--- src/rtl/codec_pwr_pkg.sv ---
package codec_pwr_pkg;
  typedef struct packed {
    logic slow;
    logic inv;
    logic stat_off;
    logic stat_sel;
    logic rsvd;
    logic ref_on;
    logic adc_on;
    logic dac_on;
  } cfg_t;

  localparam logic [7:0] CFG_RESET = 8'h07;
  localparam logic [7:0] CFG_WMASK = 8'hF7;
endpackage

--- src/rtl/pwr_cfg_reg.sv ---
module pwr_cfg_reg
  import codec_pwr_pkg::*;
(
  input  logic       clk,
  input  logic       rst_n,
  input  logic       wr_en,
  input  logic [7:0] wr_data,
  output cfg_t       cfg
);
  logic [7:0] cfg_q;

  always_ff @(posedge clk or negedge rst_n) begin
    if (!rst_n) cfg_q <= CFG_RESET;
    else if (wr_en) cfg_q <= wr_data & CFG_WMASK;
  end

  assign cfg = cfg_t'(cfg_q);
endmodule

--- src/rtl/adc_mute_gate.sv ---
module adc_mute_gate #(
  parameter int SW          = 24,
  parameter int MUTE_FRAMES = 516,
  localparam int CW         = $clog2(MUTE_FRAMES + 1)
) (
  input  logic          clk,
  input  logic          rst_n,
  input  logic          en,
  input  logic          tick,
  input  logic [SW-1:0] s_data,
  output logic [SW-1:0] m_data
);
  localparam logic [CW-1:0] LOAD = CW'(MUTE_FRAMES);
  logic [CW-1:0] remain;

  always_ff @(posedge clk or negedge rst_n) begin
    if (!rst_n) remain <= LOAD;
    else if (!en) remain <= LOAD;
    else if (tick && remain != '0) remain <= remain - 1'b1;
  end

  assign m_data = (en && remain == '0) ? s_data : '0;
endmodule

--- src/rtl/fade_ramp.sv ---
module fade_ramp #(
  parameter int W = 8
) (
  input  logic         clk,
  input  logic         rst_n,
  input  logic         en,
  input  logic         tick,
  input  logic [W-1:0] target,
  output logic [W-1:0] level
);
  logic [W-1:0] cur;

  always_ff @(posedge clk or negedge rst_n) begin
    if (!rst_n) cur <= '0;
    else if (!en) cur <= '0;
    else if (tick) begin
      if (cur < target) cur <= cur + 1'b1;
      else if (cur > target) cur <= cur - 1'b1;
    end
  end

  assign level = en ? cur : '0;
endmodule

--- src/rtl/status_pin_mux.sv ---
module status_pin_mux #(
  parameter int CH = 2
) (
  input  logic          sel_zero,
  input  logic          invert,
  input  logic          force_low,
  input  logic [CH-1:0] ovf,
  input  logic [CH-1:0] zero,
  output logic          pin
);
  logic src;

  always_comb begin
    src = sel_zero ? (&zero) : (|ovf);
    pin = force_low ? 1'b0 : (src ^ invert);
  end
endmodule

--- src/rtl/codec_pwr_ctrl.sv ---
module codec_pwr_ctrl
  import codec_pwr_pkg::*;
#(
  parameter int SW          = 24,
  parameter int GW          = 8,
  parameter int CH          = 2,
  parameter int MUTE_FRAMES = 516
) (
  input  logic          clk,
  input  logic          rst_n,
  input  logic          wr_en,
  input  logic [7:0]    wr_data,
  output logic [7:0]    cfg_q,
  input  logic          lrck_tick,
  input  logic          s_valid,
  output logic          s_ready,
  input  logic [SW-1:0] s_data,
  output logic          m_valid,
  input  logic          m_ready,
  output logic [SW-1:0] m_data,
  input  logic [CH-1:0] adc_ovf,
  input  logic [CH-1:0] dac_zero,
  input  logic [GW-1:0] gain_set,
  output logic [GW-1:0] gain_cur,
  input  logic [GW-1:0] att_set,
  output logic [GW-1:0] att_cur,
  output logic          dac_oe,
  output logic          status_pin,
  output logic          slow_filt
);
  localparam int NPATH = 2;

  cfg_t cfg;
  logic adc_en, dac_en;
  logic [NPATH-1:0]         path_en;
  logic [NPATH-1:0][GW-1:0] path_tgt;
  logic [NPATH-1:0][GW-1:0] path_lvl;

  pwr_cfg_reg u_cfg (
    .clk(clk), .rst_n(rst_n), .wr_en(wr_en), .wr_data(wr_data), .cfg(cfg)
  );

  assign adc_en = cfg.ref_on & cfg.adc_on;
  assign dac_en = cfg.ref_on & cfg.dac_on;

  adc_mute_gate #(.SW(SW), .MUTE_FRAMES(MUTE_FRAMES)) u_gate (
    .clk(clk), .rst_n(rst_n), .en(adc_en), .tick(lrck_tick),
    .s_data(s_data), .m_data(m_data)
  );

  assign path_en  = {dac_en, adc_en};
  assign path_tgt = {att_set, gain_set};

  for (genvar gi = 0; gi < NPATH; gi++) begin : g_fade
    fade_ramp #(.W(GW)) u_fade (
      .clk(clk), .rst_n(rst_n), .en(path_en[gi]), .tick(lrck_tick),
      .target(path_tgt[gi]), .level(path_lvl[gi])
    );
  end

  status_pin_mux #(.CH(CH)) u_stat (
    .sel_zero(cfg.stat_sel), .invert(cfg.inv), .force_low(cfg.stat_off),
    .ovf(adc_ovf), .zero(dac_zero), .pin(status_pin)
  );

  assign gain_cur  = path_lvl[0];
  assign att_cur   = path_lvl[1];
  assign cfg_q     = cfg;
  assign dac_oe    = dac_en;
  assign slow_filt = cfg.slow;
  assign m_valid   = s_valid;
  assign s_ready   = m_ready;
endmodule

--- config.mk ---
export PLATFORM = sky130hd
export DESIGN_NAME = codec_pwr_ctrl
export DESIGN_NICKNAME = d
export VERILOG_FILES = /design/src/rtl/codec_pwr_pkg.sv /design/src/rtl/pwr_cfg_reg.sv /design/src/rtl/adc_mute_gate.sv /design/src/rtl/fade_ramp.sv /design/src/rtl/status_pin_mux.sv /design/src/rtl/codec_pwr_ctrl.sv
export SDC_FILE = /design/constraint.sdc
export NUM_CORES = 1
export LEC_CHECK = 0
export ABC_CLOCK_PERIOD_IN_PS = 2900
export BUFFER_PORTS_ARGS = -buffer_cell sky130_fd_sc_hd__buf_2
export CAP_MARGIN = 20
export CORE_MARGIN = 2
export CORE_UTILIZATION = 44
export DETAILED_ROUTE_END_ITERATION = 10
export HOLD_SLACK_MARGIN = 0.03
export PLACE_DENSITY = 0.77
export SYNTH_ARGS = -nofsm -noshare
export SYNTH_HDL_FRONTEND = slang
export SYNTH_SLANG_ARGS = --single-unit
--- constraint.sdc ---
create_clock -name clk -period 2.9 [get_ports clk]
set_clock_uncertainty 0.1 [all_clocks]
set_input_delay 0.29 -clock clk [delete_from_list [all_inputs] [get_ports clk]]
set_output_delay 0.29 -clock clk [all_outputs]
set_load 0.03 [all_outputs]
# Word level (Yosys, flattened, before mapping)
# Cells that the tools add are included.
[op_classes]
n_addsub = 5
order_cmp = 4
eq_ne = 5
muxes = 15
bitwise = 3
reduce_logical = 8
[op_table]
columns = ["operator", "count"]
rows = [
  ["two-way mux 8 bit", 10],
  ["two-way mux 24 bit", 1],
  ["two-way mux 10 bit", 2],
  ["adder 8 x 1 -> 8 bit (second input constant)", 2],
  ["> comparator 8 bit", 2],
  ["< comparator 8 bit", 2],
  ["subtractor 8 x 1 -> 8 bit (second input constant)", 2],
  ["zero test 10 bit", 1],
  ["nonzero test 10 bit", 1],
  ["subtractor 10 x 1 -> 10 bit (second input constant)", 1],
  ["inequality test 2 bit (second input constant)", 3],
  ["inequality test 3 bit (second input constant)", 2],
  ["AND reduction 2 bit", 3],
  ["AND 1 bit", 2],
  ["logical AND 1 bit", 2],
  ["two-way mux 1 bit", 2],
  ["OR reduction 2 bit", 1],
  ["bitwise XOR 1 bit", 1],
]
[totals]
register_bits = 33
inputBits = 58

# Depth between registers and ports, before layout
[logic_depth]
ltp_word = 5
depth_mapped = 14
mapped_depth_nobuf = 14

# Hierarchy
# Synthesis repeated with hierarchy kept, for this count alone.
[hier_totals]
hier_cells = 323
area_unflattened_um2 = 3040.4
[modules_own_cells]
columns = ["module", "instances", "cells_each", "area_per_inst_um2", "seq_area_each_um2"]
rows = [
  ["fade_ramp at g_fade[1].u_fade", 1, 105, 933.4, 200.2],
  ["fade_ramp at g_fade[0].u_fade", 1, 105, 932.1, 200.2],
  ["adc_mute_gate", 1, 85, 779.5, 252.7],
  ["pwr_cfg_reg", 1, 17, 306.5, 178.9],
  ["status_pin_mux", 1, 6, 53.8, 0.0],
  ["codec_pwr_ctrl", 1, 5, 35.0, 0.0],
]

# Least setup slack after synthesis
# No wires, ideal clock.
[synth_timing]
kind = "register to register"
start = "register g_fade[1].u_fade.cur[1]"
end = "register g_fade[1].u_fade.cur[7]"
arrival_time_ps = 2897
setup_slack_ps = -221
path_stages_with_launch = 13
path_buffers = 0
period_less_slack_ps = 3121
path_cell_list = "dfrtp_1 -> ha_1 -> nor2b_1 -> o211ai_1 -> a21boi_0 -> or2_2 -> ha_1 -> nand3_1 -> o21ai_0 -> o41ai_1 -> or3_1 -> a21oi_1 -> mux2_2"
[synth_via]
elab_chain_cells = 5
[synth_lines]
columns = ["element", "line_no", "source"]
rows = [
  ["from (decl)", "fade_ramp.sv:11", "logic [W-1:0] cur;"],
  ["from (signal assigned)", "fade_ramp.sv:17", "if (cur < target) cur <= cur + 1'b1;"],
  ["from (signal assigned)", "fade_ramp.sv:18", "else if (cur > target) cur <= cur - 1'b1;"],
  ["subtractor 8 x 1 -> 8 bit", "fade_ramp.sv:18", ""],
  ["two-way mux 8 bit", "fade_ramp.sv:18", ""],
  ["two-way mux 8 bit", "fade_ramp.sv:17", ""],
  ["two-way mux 8 bit", "fade_ramp.sv:16", "else if (tick) begin"],
  ["two-way mux 8 bit", "fade_ramp.sv:15", "else if (!en) cur <= '0;"],
]
# Parallel ways exist; a longest one is shown, timed or not. The select of a mux whose other input is x is not followed.
# A chain may end at the register's enable or synchronous reset.

# Worst setup path after layout
# Same ends and word-level chain as after synthesis.

==> qor.yml <==
routing:
  via_count: 2915
  wl_per_cell_um: 16.2
  drc_errors: 0
  ant_nets: 0
  firstDrtPassIters: 4
  drtIter0Drc: 135
  via_per_inst: 5.35
  wl_um: 8850
clocking:
  htree_num_levels: 2
  cts-root-buf: "clkbuf_8"
  cts.sinks: 33
  cts.clk_slew.worst_paths_ps: 70
  cts_tree: "built"
  clk_latency_ps: 290
  cts-buffers-inserted: 5
  clockBufferDepth: 2
hold_path:
  min_to: "u_cfg.cfg[0]"
  hold_path.startpoint: "wr_data[0]"
  min_path_type: "input pin to register"
  whs_path_depth: 2
setup_path:
  r2r_start: "g_fade[1].u_fade.cur[1]"
  cpMostUsedCell: "ha_4"
  startpoint_type: "register"
  reg2reg_slack_ps: -390
  path_cells: "ha_4, nor2b_4, o211ai_1, buf_4, a21boi_4, or2_4, ha_4, nand3_4, o21ai_4, o41ai_2, or3_1, a21oi_2, mux2_4"
  cp.arrival_ps: 3370
  reg2reg_to: "g_fade[1].u_fade.cur[7]"
  cp_data_required_time_ps: 2980
  slowest_stage: "dfrtp_1"
  path_max_fanout: 6
  cpPeakStageDelay_ps: 410
  end_kind: "register"
  reg2regPathDepth: 13
  critical_path.top_delay_family: "simple AND/OR/NAND/NOR gates"
  critPathBufInv: 1
  worstSetupPathType: "register to register"
timing:
  slew_viol_final: 0
  setup_viol_count_final: 4
  worst_hold_slack_ps: 126
  final_hold_viol_count: 0
  fmax_ghz: 0.304
  fin_crit_ps: 3290
  rsz0062_at_grt: "true"
  slew-limit-headroom_pct: 47.8
  post-route-period-util_pct: 114
  worst_pin_slew_ps: 783
  setup_slack_ps: -392
run:
  cap_violations: 0
yosys:
  synth_top_cell_by_area: "dfrtp_1"
  synth_edf_count: 0
  yosys.cell_types.count: 51
  synthCells: 317
  syn_area_mm2: 0.00274
  yosysWarnings: 0
  synth_top_area_share_pct: 25.6
  seq_area_frac_synth_pct: 30.4
  syn_avg_cell_area_um2: 8.64
  synth_top_cells_by_area: "dfrtp_1 26%, ha_1 13%, and2_1 5.9%, dfstp_2 4.8%, o21ai_0 4.0%"
  ys_seq_elements: 33
  ys.flop_type: "dfrtp_1"
  synth_nets: 406
  async_flop_share_pct: 100
global_route:
  overflow: 0
  grt_start_max_net_pins: 34
  grt_pass1_vias: 2833
  grtUsageTotal_pct: 22.0
  grt_pass1_wl_um: 12700
  antenna_found_initial: 0
power:
  power_leakage_nw: 2.13
  peakVddDrop_uv: 258
  p_per_area_mw_per_mm2: 272
cells_and_area:
  seq_area_um2: 833
  final_common_cell: "buf_2"
  final_cell_mix: "104 x buf_2, 52 x buf_4, 28 x inv_1"
  multi_input_area_mm2: 0.00209
  nets: 558
  layout-drive-gt1-share_pct: 49.1
  diodes: 0
  nFillCells: 424
  area_delta_synth_final_pct: 51.9
run_status:
  outcome: "finished with violations"
  failed_checks: "setup timing"
floorplanning:
  row_count: 28
  die_w_um: 82.9
  start_util_pct: 46.0
  core_area_mm2: 0.00596
  dieArea_mm2: 0.00687
  die_h_um: 82.9
  io-pin-count: 111
placement:
  post-place-ws_ps: -445
  hpwl_um: 5620
  place.port_buffers: 104
  routabilityCongestion: 0.909
## state kept, by name, indices dropped and copies added (netlist names)
signal / cells
g_fade.u_fade.cur: 16
u_gate.remain: 10
u_cfg.cfg: 7
## worst reg2reg max path, delay by kind of cell (launching register included)
family	cells	cell delay, ps
muxes	1	310
buffers and inverters	1	170
and+or+nand+nor	4	920
DFF	1	410
adders and majority gates	2	560
AOI/OAI and AO/OA	5	710
## metrics by stage
stage                     cells  setup TNS, ps  power, mW  util (%)  cell area, um^2
final                       545           -800       1.13      69.8             4160
after CTS                   531           -687       1.10      64.6             3850
after global routing        545          -1310       1.18      69.8             4160
after floorplan             317          -33.5      0.663         -             2820
after detailed placement    514          -1090      0.749      60.4             3600
after global placement      514           -463      0.741      60.4             3600
## area by class of cell
type	instances	share of cell area, %
multi-input cells	241	50.2
repair buffers	160	23.0
flip-flops and latches	33	20.0
inverters	28	2.53
well taps	75	2.26
clock buffers	6	1.75
clock inverters	2	0.241
## metal layers
layer / wire length [um] / track usage [%] / share of wire, %
met3: 512 / 3.68 / 5.8
met1: 3470 / 26.8 / 39
met4: 275 / 8.35 / 3.1
met2: 4590 / 38.8 / 52
met5: 0 / 0 / 0
## where the power goes
part | total [mW] | switching, mW | internal, mW
clock | 0.351 | 0.184 | 0.166
sequential | 0.504 | 0.0206 | 0.484
combinational | 0.275 | 0.157 | 0.118
## what timing repair did
action | CTS | global route
buffers inserted | 8 | 14
resized for setup | 20 | 38
pin swaps | 9 | 26
setup endpoints to repair | 5 | 7
endpoints found under the hold margin | 28 | 0
hold buffers | 1 | 0
## cell families after synthesis
family,synth area share (%)
AOI/OAI and AO/OA,12.4
DFF,30.4
other,0.137
xor gates and xnor gates,5.12
buffers and inverters,6.95
and+or+nand+nor,25.1
adders and majority gates,14.7
muxes,5.16
## cells in the mapped netlist (3+ instances only)
| master | count |
|---|---|
| ha_1 | 29 |
| dfrtp_1 | 28 |
| inv_1 | 28 |
| nor2_1 | 28 |
| and2_1 | 26 |
| o21ai_0 | 22 |
| nand2_1 | 20 |
| a21oi_1 | 14 |
| and3_1 | 11 |
| xnor2_1 | 10 |
| mux2_2 | 9 |
| buf_4 | 7 |
| clkbuf_1 | 6 |
| nor2b_1 | 6 |
| xor2_1 | 6 |
| dfstp_2 | 5 |
| nor3_1 | 5 |
| mux2i_1 | 4 |
| nand2b_1 | 4 |
| nand3_1 | 4 |
| a21boi_0 | 3 |
| or3_1 | 3 |
## worst max-delay path by stage
stage	start	end	slack, ps	cells past startpoint
after floorplan	g_fade[1].u_fade.cur[1]	g_fade[1].u_fade.cur[7]	-30	12
after global placement	att_set[1]	g_fade[1].u_fade.cur[7]	-220	14
after detailed placement	att_set[1]	g_fade[1].u_fade.cur[7]	-450	14
after CTS	g_fade[1].u_fade.cur[1]	g_fade[1].u_fade.cur[7]	-320	12
after global routing	g_fade[1].u_fade.cur[1]	g_fade[1].u_fade.cur[7]	-440	13
final	g_fade[1].u_fade.cur[1]	g_fade[1].u_fade.cur[7]	-390	13
(Power assumes the default switching activity.)
